===== src/rtl/ddc1_tx_pkg.sv =====
package ddc1_tx_pkg;
   localparam int REG_AW = 2;
   typedef enum logic [REG_AW-1:0] {
      REG_CTRL  = 2'd0,
      REG_DATA  = 2'd1,
      REG_FLAGS = 2'd2
   } reg_sel_e;
   localparam int FLAG_N    = 3;
   localparam int FLAG_TX   = 0;
   localparam int FLAG_SYNC = 1;
   localparam int FLAG_UNDR = 2;
endpackage


===== src/rtl/ddc1_sync_edge.sv =====
module ddc1_sync_edge #(
   parameter int STAGES = 2
) (
   input  logic clk,
   input  logic rst_n,
   input  logic async_in,
   output logic strobe
);
   generate
      if (STAGES < 2) begin : g_bad
         $error("STAGES must be at least 2");
      end
   endgenerate

   logic [STAGES-1:0] chain;
   logic              last_q;

   generate
      for (genvar i = 0; i < STAGES; i++) begin : g_stage
         always_ff @(posedge clk or negedge rst_n) begin
            if (!rst_n) chain[i] <= 1'b0;
            else if (i == 0) chain[i] <= async_in;
            else chain[i] <= chain[(i == 0) ? 0 : i-1];
         end
      end
   endgenerate

   always_ff @(posedge clk or negedge rst_n) begin
      if (!rst_n) last_q <= 1'b0;
      else        last_q <= chain[STAGES-1];
   end

   assign strobe = chain[STAGES-1] & ~last_q;
endmodule


===== src/rtl/ddc1_regs.sv =====
module ddc1_regs
   import ddc1_tx_pkg::*;
#(
   parameter int DATA_W = 8
) (
   input  logic              clk,
   input  logic              rst_n,
   input  logic              wr_en,
   input  logic [REG_AW-1:0] wr_addr,
   input  logic [DATA_W-1:0] wr_data,
   input  logic              load,
   input  logic              sync_evt,
   input  logic              undr_evt,
   output logic              en,
   output logic [DATA_W-1:0] hold_data,
   output logic              pending,
   output logic [FLAG_N-1:0] flags
);
   generate
      if (DATA_W < FLAG_N) begin : g_bad
         $error("DATA_W too small for flag register");
      end
   endgenerate

   logic wr_ctrl, wr_dat, wr_flg;
   logic [FLAG_N-1:0] set_v, clr_v;

   assign wr_ctrl = wr_en && (wr_addr == REG_CTRL);
   assign wr_dat  = wr_en && (wr_addr == REG_DATA);
   assign wr_flg  = wr_en && (wr_addr == REG_FLAGS);

   always_comb begin
      set_v            = '0;
      set_v[FLAG_TX]   = load;
      set_v[FLAG_SYNC] = sync_evt;
      set_v[FLAG_UNDR] = undr_evt;
      clr_v            = wr_flg ? wr_data[FLAG_N-1:0] : '0;
   end

   always_ff @(posedge clk or negedge rst_n) begin
      if (!rst_n) begin
         en        <= 1'b0;
         hold_data <= '0;
         pending   <= 1'b0;
         flags     <= '0;
      end else begin
         if (wr_ctrl) en <= wr_data[0];
         if (wr_dat) hold_data <= wr_data;
         if (wr_dat)      pending <= 1'b1;
         else if (load)   pending <= 1'b0;
         flags <= set_v | (flags & ~clr_v);
      end
   end
endmodule


===== src/rtl/ddc1_shifter.sv =====
module ddc1_shifter #(
   parameter int DATA_W     = 8,
   parameter bit NULL_LEVEL = 1'b1
) (
   input  logic              clk,
   input  logic              rst_n,
   input  logic              en,
   input  logic              strobe,
   input  logic              pending,
   input  logic [DATA_W-1:0] hold_data,
   output logic              sda,
   output logic              load,
   output logic              undr_evt
);
   localparam int PW = $clog2(DATA_W + 2);
   localparam logic [PW-1:0] LAST_P = PW'(DATA_W + 1);
   localparam logic [PW-1:0] IDLE_P = '0;

   logic [PW-1:0]     phase;
   logic [DATA_W-1:0] shreg;
   logic              at_idle, at_null;

   assign at_idle  = (phase == IDLE_P);
   assign at_null  = (phase == LAST_P);
   assign load     = en && strobe && ((at_idle && pending) || at_null);
   assign undr_evt = load && !pending;

   always_ff @(posedge clk or negedge rst_n) begin
      if (!rst_n) begin
         phase <= IDLE_P;
         shreg <= '0;
      end else if (!en) begin
         phase <= IDLE_P;
      end else if (load) begin
         shreg <= hold_data;
         phase <= PW'(1);
      end else if (strobe && !at_idle) begin
         shreg <= shreg << 1;
         phase <= phase + PW'(1);
      end
   end

   always_comb begin
      if (at_idle)      sda = 1'b1;
      else if (at_null) sda = NULL_LEVEL;
      else              sda = shreg[DATA_W-1];
   end
endmodule


===== src/rtl/ddc1_vsync_tx.sv =====
module ddc1_vsync_tx
   import ddc1_tx_pkg::*;
#(
   parameter int DATA_W      = 8,
   parameter int SYNC_STAGES = 2,
   parameter bit NULL_LEVEL  = 1'b1
) (
   input  logic              clk,
   input  logic              rst_n,
   input  logic              vsync_in,
   input  logic              wr_en,
   input  logic [1:0]        wr_addr,
   input  logic [DATA_W-1:0] wr_data,
   output logic              sda_out,
   output logic              tx_irq,
   output logic              sync_irq,
   output logic              underrun
);
   logic              strobe, en, pending, load, undr_evt, sync_evt;
   logic [DATA_W-1:0] hold_data;
   logic [FLAG_N-1:0] flags;

   ddc1_sync_edge #(.STAGES(SYNC_STAGES)) u_edge (
      .clk(clk), .rst_n(rst_n), .async_in(vsync_in), .strobe(strobe)
   );

   assign sync_evt = strobe && en;

   ddc1_regs #(.DATA_W(DATA_W)) u_regs (
      .clk(clk), .rst_n(rst_n), .wr_en(wr_en), .wr_addr(wr_addr),
      .wr_data(wr_data), .load(load), .sync_evt(sync_evt),
      .undr_evt(undr_evt), .en(en), .hold_data(hold_data),
      .pending(pending), .flags(flags)
   );

   ddc1_shifter #(.DATA_W(DATA_W), .NULL_LEVEL(NULL_LEVEL)) u_shift (
      .clk(clk), .rst_n(rst_n), .en(en), .strobe(strobe),
      .pending(pending), .hold_data(hold_data), .sda(sda_out),
      .load(load), .undr_evt(undr_evt)
   );

   assign tx_irq   = flags[FLAG_TX];
   assign sync_irq = flags[FLAG_SYNC];
   assign underrun = flags[FLAG_UNDR];
endmodule


===== config.mk =====
export PLATFORM = sky130hd
export DESIGN_NAME = ddc1_vsync_tx
export DESIGN_NICKNAME = d
export VERILOG_FILES = /design/src/rtl/ddc1_tx_pkg.sv /design/src/rtl/ddc1_sync_edge.sv /design/src/rtl/ddc1_regs.sv /design/src/rtl/ddc1_shifter.sv /design/src/rtl/ddc1_vsync_tx.sv
export SDC_FILE = /design/constraint.sdc
export NUM_CORES = 1
export LEC_CHECK = 0
export BUFFER_PORTS_ARGS = -buffer_cell sky130_fd_sc_hd__clkbuf_2
export CAP_MARGIN = 40
export CORE_ASPECT_RATIO = 1.25
export CORE_MARGIN = 2
export CORE_UTILIZATION = 35
export CTS_CLUSTER_DIAMETER = 100
export CTS_CLUSTER_SIZE = 12
export DETAILED_ROUTE_END_ITERATION = 10
export MAX_ROUTING_LAYER = met4
export PLACE_DENSITY = 0.51
export SLEW_MARGIN = 25
export SYNTH_ARGS = -nofsm -noshare
export SYNTH_HDL_FRONTEND = slang
export SYNTH_HIERARCHICAL = 1
export SYNTH_SLANG_ARGS = --single-unit

===== constraint.sdc =====
create_clock -name clk -period 2.2 [get_ports clk]
set_clock_uncertainty 0.05 [all_clocks]
set_input_delay 0.33 -clock clk [delete_from_list [all_inputs] [get_ports clk]]
set_output_delay 0.33 -clock clk [all_outputs]
set_load 0.01 [all_outputs]

* Yosys cells after proc, flatten, opt, wreduce, memory -nomap -nowiden
Cells that the tools add are included.
W data, S select, Z words.
** Cells by class
- Bitwise operators :: 5
- Muxes and demuxes :: 10
- Reductions and logical operators :: 16
- Eq/ne operators :: 4
- Add/subtract/negate cells :: 1
** Operator list (count)
- $mux W8 :: 2
- $mux W4 :: 3
- $logic_and A1 B1 Y1 :: 8
- $add A4 B1 Y4 const B :: 1
- $eq A4 B4 Y1 const B :: 1
- $logic_not A4 Y1 :: 1
- $mux W1 :: 4
- $reduce_bool A2 Y1 :: 2
- $and A3 B3 Y3 :: 1
- $mux W3 :: 1
- $ne A3 B1 Y1 const B :: 1
- $not A3 Y3 :: 1
- $or A3 B3 Y3 :: 1
- $eq A2 B1 Y1 const B :: 1
- $eq A2 B2 Y1 const B :: 1
- $logic_not A1 Y1 :: 2
- $logic_not A2 Y1 :: 1
- $reduce_and A2 Y1 :: 1
- $and A1 B1 Y1 :: 1
- $logic_or A1 B1 Y1 :: 1
- $not A1 Y1 :: 1
** Word-level totals
- Register bits after elaboration :: 28
- Output and inout bits :: 4
- Logic and storage cells :: 45

* Longest topological paths before layout
Gate-level depths: netlist of the first run.
- Depth in word-level cells :: 6
- Mapped depth :: 7

* Modules after synthesis
Netlist of the first run, hierarchy kept.
** By module, submodules not included
- ddc1_shifter :: cells an instance 70, instances 1, area an instance 686.9 um^2, sequential area each 300.3 um^2
- ddc1_regs :: cells an instance 32, instances 1, area an instance 511.7 um^2, sequential area each 325.3 um^2
- ddc1_sync_edge :: cells an instance 4, instances 1, area an instance 88.8 um^2, sequential area each 75.1 um^2
- ddc1_vsync_tx :: cells an instance 1, instances 1, area an instance 6.3 um^2, sequential area each 0.0 um^2

* Worst setup path before layout of the first run
OpenSTA, ideal clock, no wires.
- Kind :: register to register
- Start :: register u_shift.phase[0]
- End :: register u_shift.shreg[1]
- Path buffers :: 1
- Data required time :: 2023 ps
- Slack :: 513 ps
- Arrival time :: 1510 ps
- Period minus slack after synthesis :: 1687 ps
- Stages on the path, launching flop included :: 8
- Cell sequence :: dfrtp_1 > inv_1 > ha_1 > nand3b_4 > a211o_1 > buf_6 > a221oi_1 > nor2_1
** On the way
- Longest elaborated chain between the ends :: 6
** RTL lines
- from (decl) :: line ddc1_shifter.sv:19 : logic [PW-1:0] phase;
- from (signal assigned) :: line ddc1_shifter.sv:39 : phase <= phase + PW'(1);
- $logic_not A4 Y1 :: line ddc1_shifter.sv:23 : assign at_idle = (phase == IDLE_P);
- $logic_and A1 B1 Y1 :: line ddc1_shifter.sv:25 : assign load = en && strobe && ((at_idle && pending) || at_null);
- $logic_or A1 B1 Y1 :: line ddc1_shifter.sv:25
- $logic_and A1 B1 Y1 :: line ddc1_shifter.sv:25
- $reduce_bool A2 Y1 (no line)
- $reduce_and A2 Y1 (no line)
- to (signal assigned) :: line ddc1_shifter.sv:35 : shreg <= hold_data;
- to (signal assigned) :: line ddc1_shifter.sv:38 : shreg <= shreg << 1;
- to (decl) :: line ddc1_shifter.sv:20 : logic [DATA_W-1:0] shreg;
Parallel ways exist; a longest one is shown, timed or not.
A chain may end at the register's enable or synchronous reset.

* Worst setup path after layout of the first run
- Start :: register u_shift.phase[0]
- End :: register u_shift.shreg[4]
Same word-level chain as after synthesis.

==> flow_summary.toml, run 1 <==
[power_and_ir_drop]
p_comb_frac = 0.222
peakVddDrop_v = 0.000700
total_power_mw = 1.34
switching_share = 0.287
pwr-share-clk = 0.225
total_leakage_power_nw = 0.653
intPower_uw = 955
p_sw_uw = 385
power_frac_seq = 0.552
powerDensity_nw_per_um2 = 914

[synthesis]
ys_ff_latch = 28
synth_commonest_cells = "28 x dfrtp_1, 15 x nor2_1, 9 x mux2_2"
ys_seq_area_frac = 0.542
synth_top_area_cell = "dfrtp_1"
synthArstFlopShare = 1.00
synth_edf_count = 0
syn_area_per_cell_um2 = 12.1
ys_types = 30
yosysMostFrequentCell = "dfrtp_1"
syn_inst = 107
syn_area_um2 = 1290
synth_fp_nets = 124
synthTopCellsByArea = "dfrtp_1 54%, mux2_2 7.8%, a221oi_1 4.7%"
yosys_warnings = 6
synth_top_cell_area_share = 0.542
synth-main-ff-cell = "dfrtp_1"

[timing]
fin_crit_sh = 0.863
final_hold_viol_count = 0
whs_ns = 0.0420
finalSetupTns_ns = 0
fin_crit_ns = 1.90
fmax_ghz = 0.527
rsz0062_at_grt = "no"
slew_viol_final = 0
setup-violations-final = 0
relSlewSlack = 0.537
worst_pin_slew_ns = 0.694

[global_routing]
first_global_vias = 905
grt_max_degree = 29
grt_overflow_total = 0
antenna_found_initial = 0
grt_pass1_wl_um = 4200
grt_use_total = 0.132

[layout]
drive_gt1_frac = 0.294
nNetsFinal = 144
n_antenna_cell = 0
syn_to_final_growth_pct = 13.3
fill_cells = 345

[cts]
cts_made_buffers = 3
clock-sinks = 28
cts_resized = 0
clkLatencyLatePin_ns = 0.26
cts_max_level = 1
cts_max_path_buffers = 2
post_cts_buffers = 0
cts_tree = "done"
hold_buffers = 0
ctsRootBufferMaster = "clkbuf_8"
clkTransAtPathRegs_ns = 0.09

[critical_path]
r2r_end = "u_shift/shreg[4]$_DFFE_PN0P_"
critical_path_class = "flip-flop to flip-flop"
crit_start = "u_shift/phase[0]$_DFFE_PN0P_"
crit_end = "u_shift/shreg[4]$_DFFE_PN0P_"
cp_slowest_stage_delay_ns = 0.43
crit_path_start_kind = "flip-flop"
critPathArrivalTime_ns = 2.05
crit-reg2reg-launch = "u_shift/phase[0]$_DFFE_PN0P_"
path_max_fanout = 8
cpMaxStageDelayCell = "or3b_4"
end_kind = "flip-flop"
ff2ff_setup_slack_ns = 0.30
path_cells = "inv_1, ha_1, or3b_4, o21bai_2, a221oi_1, nor2_1"
cp.required_ns = 2.35
rr_worst_depth = 6

[routing]
vias_per_cell = 5.32
drt_first_pass_iters = 4
drc_errors = 0
wl_per_cell_um = 14.2
ant_nets = 0
routed_wl_um = 2350
drt_iter0_drc = 33
route.vias.total = 877

[floorplan]
core_um2 = 3510
die-area_um2 = 4200
fp.dieW_um = 58.4
row_count = 24
start_util = 0.368
pin_count = 18
fp.dieH_um = 72.0

[job]
max-cap-violations = 0

[run_status]
status = "completed"

[placement]
dp_hpwl_um = 1680
io_buffers = 17
place_congestion = 0.778

[worst_hold_path]
hold_class = "input pin to asynchronous set/reset pin"
==> power groups by stage <==
stage / Sequential [mW] / Clock, mW / Combinational (mW)
after floorplan: 0.738 / 0 / 0.205
after global placement: 0.748 / 0 / 0.289
after detailed placement: 0.750 / 0 / 0.301
after CTS: 0.739 / 0.317 / 0.301
after global routing: 0.762 / 0.338 / 0.335
final: 0.740 / 0.302 / 0.298
==> per-stage QoR <==
step | instances | setup WS [ns] | cell area [µm²] | utilization
global route | 165 | 0.149 | 1470 | 0.417
global placement | 161 | 0.416 | 1410 | 0.402
finish | 165 | 0.302 | 1470 | 0.417
detailed placement | 161 | 0.317 | 1410 | 0.402
CTS | 165 | 0.307 | 1470 | 0.417
floorplan | 107 | 0.513 | 1290 | -
==> routing by layer <==
| metal | track usage | up-vias | routed length, µm |
|---|---|---|---|
| li1 | - | 427 | - |
| met1 | 0.170 | 424 | 1060 |
| met2 | 0.212 | 24 | 1170 |
| met3 | 0.0232 | 2 | 98 |
| met4 | 0.0388 | 0 | 17 |
| met5 | - | - | 0 |
==> kinds of logic (layout without fill, tap and decap cells) <==
| logic type | Yosys count | after routing | synth area share |
|---|---|---|---|
| AOI/OAI and AO/OA | 26 | 26 | 0.156 |
| buffers and inverters | 6 | 25 | 0.0242 |
| muxes | 10 | 10 | 0.0861 |
| DFF | 28 | 28 | 0.542 |
| and+or+nand+nor | 34 | 34 | 0.163 |
| adders and majority gates | 3 | 3 | 0.0290 |
==> sequential cells by signal (all words and copies together), names as in the netlist <==
name,flops
u_edge/chain,2
u_regs/flags,3
u_regs/en,1
u_shift/phase,4
u_regs/pending,1
u_regs/hold_data,8
u_shift/shreg,8
u_edge/last_q,1
==> worst max-delay path, delay by kind of cell (launching register included) <==
family,cells,cell delay (ns)
simple gates,2,0.55
compound gates,2,0.42
fa+ha+maj,1,0.26
flops,1,0.42
buf+inv,1,0.13
==> worst min-delay path by stage <==
stage	startpoint	to	slack, ns	cells past startpoint
finish	rst_n	u_edge/chain[1]$_DFF_PN0_	0.04	1
detailed placement	u_edge/chain[0]$_DFF_PN0_	u_edge/chain[1]$_DFF_PN0_	0.29	0
CTS	rst_n	u_edge/chain[1]$_DFF_PN0_	0.06	1
global placement	u_edge/chain[0]$_DFF_PN0_	u_edge/chain[1]$_DFF_PN0_	0.29	0
global route	rst_n	u_edge/chain[0]$_DFF_PN0_	0.09	1
floorplan	rst_n	u_edge/chain[0]$_DFF_PN0_	-0.02	0
==> placed cells by master, fill, tap and decap left out, types with 2 or more instances in the layout <==
cell type / n
dfrtp_1: 28
and2_1: 2
nand4b_1: 3
clkbuf_2: 17
nand3b_4: 2
a221oi_1: 7
nor2_1: 15
a21o_1: 3
o31ai_1: 2
nand2_1: 6
a21boi_0: 2
clkbuf_8: 4
o21ai_0: 4
ha_1: 3
mux2_2: 9
inv_1: 4
nor3b_1: 2
==> area by class of cell <==
cell class	count	area, µm²	share of cell area
multi-input cells	73	562	0.383
inverters	4	15.0	0.0102
repair buffers	17	85.1	0.0580
clock buffers	4	55.1	0.0375
well taps	39	48.8	0.0333
flip-flops and latches	28	701	0.478
Power figures use the tool's default switching activity.
==> run 2: changes to the inputs <==
--- a/config.mk
+++ b/config.mk
@@ -5,6 +5,7 @@
 export SDC_FILE = /design/constraint.sdc
 export NUM_CORES = 1
 export LEC_CHECK = 0
+export ABC_AREA = 1
 export BUFFER_PORTS_ARGS = -buffer_cell sky130_fd_sc_hd__clkbuf_2
 export CAP_MARGIN = 40
 export CORE_ASPECT_RATIO = 1.25
==> run 2 against run 1 <==
Critical path depth grew 1. Sequential share of layout area decreased by 4.8 points. Via count is 26% higher. Final area up 11%. Total power shrank 12%. Die area rose by 9.5%. Global-route usage rose by 1.5 points. Clock power down 9.3%. Hold slack improved by 0.068 ns. Non-clock buffer count is 2 higher. Sequential power decreased by 12%.
==> flow_summary.toml, run 2 <==
[floorplan]
start_util = 0.370
fp.dieH_um = 75.3
row_count = 25
pin_count = 18
die-area_um2 = 4600
core_um2 = 3850
fp.dieW_um = 61.1

[synthesis]
synth_top_cell_area_share = 0.492
ys_seq_area_frac = 0.492
syn_inst = 168
synth_edf_count = 0
synth_top_area_cell = "dfrtp_1"
yosysMostFrequentCell = "nand2_1"
synth-main-ff-cell = "dfrtp_1"
synthArstFlopShare = 1.00
ys_types = 20
synthTopCellsByArea = "dfrtp_1 49%, nand2_1 17%, inv_1 5.5%"
ys_ff_latch = 28
syn_area_per_cell_um2 = 8.48
synth_commonest_cells = "66 x nand2_1, 28 x dfrtp_1, 21 x inv_1"
yosys_warnings = 6
syn_area_um2 = 1430
synth_fp_nets = 185

[timing]
fin_crit_sh = 0.842
finalSetupTns_ns = 0
setup_ws_ns = 0.348
worst_pin_slew_ns = 0.378
setup-violations-final = 0
final_hold_viol_count = 0
slew_viol_final = 0
rsz0062_at_grt = "no"
fmax_ghz = 0.540
fin_crit_ns = 1.85
relSlewSlack = 0.748

[global_routing]
grt_pass1_wl_um = 4950
antenna_found_initial = 0
grt_use_total = 0.147
first_global_vias = 1067
grt_overflow_total = 0
grt_max_degree = 29

[layout]
final_core_util = 0.423
n_antenna_cell = 0
drive_gt1_frac = 0.219
largest_registers = "u_regs/hold_data: 8 flops, u_shift/shreg: 8 flops, u_shift/phase: 4 flops"
final_cell_mix = "66 x nand2_1, 28 x dfrtp_1, 21 x inv_1"
mostFrequentLayoutCell = "nand2_1"
syn_to_final_growth_pct = 14.3
nNetsFinal = 206
fill_cells = 407

[routing]
vias_per_cell = 4.57
drc_errors = 0
wl_per_cell_um = 11.4
drt_first_pass_iters = 4
route.vias.total = 1102
routed_wl_um = 2750
ant_nets = 0
drt_iter0_drc = 63

[cts]
ctsRootBufferMaster = "clkbuf_8"
clkTransAtPathRegs_ns = 0.09
cts_resized = 0
cts_made_buffers = 3
cts_tree = "done"
cts_max_level = 1
cts_max_path_buffers = 2
clock-sinks = 28
clkLatencyLatePin_ns = 0.27

[power_and_ir_drop]
peakVddDrop_v = 0.000423
total_leakage_power_nw = 0.894
total_power_mw = 1.18
powerDensity_nw_per_um2 = 722

[critical_path]
critPathArrivalTime_ns = 1.47
end_kind = "output port"
crit_path_start_kind = "flip-flop"
cp.required_ns = 1.82
critical_path_class = "flip-flop to output port"
rr_worst_depth = 8
path_max_fanout = 7

[worst_hold_path]
hold_class = "input pin to flip-flop"
whs_path_depth = 1

[placement]
preCtsSetupSlack_ns = 0.570
io_buffers = 17
dp_hpwl_um = 1980
place_congestion = 0.778

[job]
max-cap-violations = 0

[run_status]
status = "completed"
-- run 2: report_power, final --
part | internal, mW | total (mW) | leakage (nW) | switching [mW]
registers | 0.596 | 0.651 | 0.358 | 0.0544
logic | 0.0996 | 0.252 | 0.515 | 0.153
clock network | 0.123 | 0.274 | 0.0216 | 0.151
-- run 2: layout make-up --
| class | instances | area, µm² | share of cell area |
|---|---|---|---|
| sequential | 28 | 701 | 0.430 |
| multi-input combinational | 113 | 607 | 0.373 |
| timing repair buffer | 19 | 123 | 0.0753 |
| inverter | 24 | 90.1 | 0.0553 |
| tap | 54 | 67.6 | 0.0415 |
| clock buffer | 3 | 41.3 | 0.0253 |
-- run 2: through the flow --
step | hold slack [ns] | cells | instance area, µm²
after floorplan | -0.0156 | 168 | 1430
after global placement | 0.283 | 236 | 1550
after detailed placement | 0.288 | 236 | 1550
after CTS | 0.0752 | 239 | 1590
after global routing | 0.0996 | 241 | 1630
final | 0.110 | 241 | 1630
-- run 2: worst max-delay path: stages (launching register included) --
cell and delay, ns:
dfrtp_1 0.48, inv_1 0.07, ha_1 0.23, nand2_1 0.11, nor2_1 0.05, nor2_1 0.08, nand2_1 0.05, clkbuf_2 0.13
-- run 2: repair_timing --
item                                    in CTS  in global routing
endpoints found under the setup margin       0                  0
endpoints found under the hold margin        0                 11
buffers inserted                             0                  0
hold buffers                                 0                  1
-- run 2: cell families (layout without fill, tap and decap cells) --
logic type                 count (synthesis)  after routing  synth area share
DFF                                       28             28             0.492
adders and majority gates                  3              3            0.0263
AOI/OAI and AO/OA                         13             13            0.0773
xor gates and xnor gates                   1              1           0.00615
and+or+nand+nor                           96             96             0.316
buffers and inverters                     27             46            0.0825
-- run 2: layer usage --
metal / share of wire / wire length (µm) / vias up / track usage
li1: - / - / 565 / -
met1: 0.50 / 1370 / 513 / 0.202
met2: 0.47 / 1300 / 22 / 0.229
met3: 0.024 / 66 / 2 / 0.0204
met4: 0.0058 / 16 / 0 / 0.0362
met5: 0 / 0 / - / -
-- run 2: final timing paths --
path / slack, ns / to / startpoint
min in group asynchronous: 0.45 / u_shift/phase[2]$_DFFE_PN0P_ / rst_n
worst min-delay path: 0.11 / u_edge/chain[0]$_DFF_PN0_ / vsync_in
worst max-delay path: 0.35 / sda_out / u_shift/phase[0]$_DFFE_PN0P_
max in group asynchronous: 1.25 / u_regs/hold_data[7]$_DFFE_PN0P_ / rst_n
worst max register to register: 0.54 / u_shift/shreg[4]$_DFFE_PN0P_ / u_shift/phase[0]$_DFFE_PN0P_
worst min register to register: 0.31 / u_edge/chain[1]$_DFF_PN0_ / u_edge/chain[0]$_DFF_PN0_
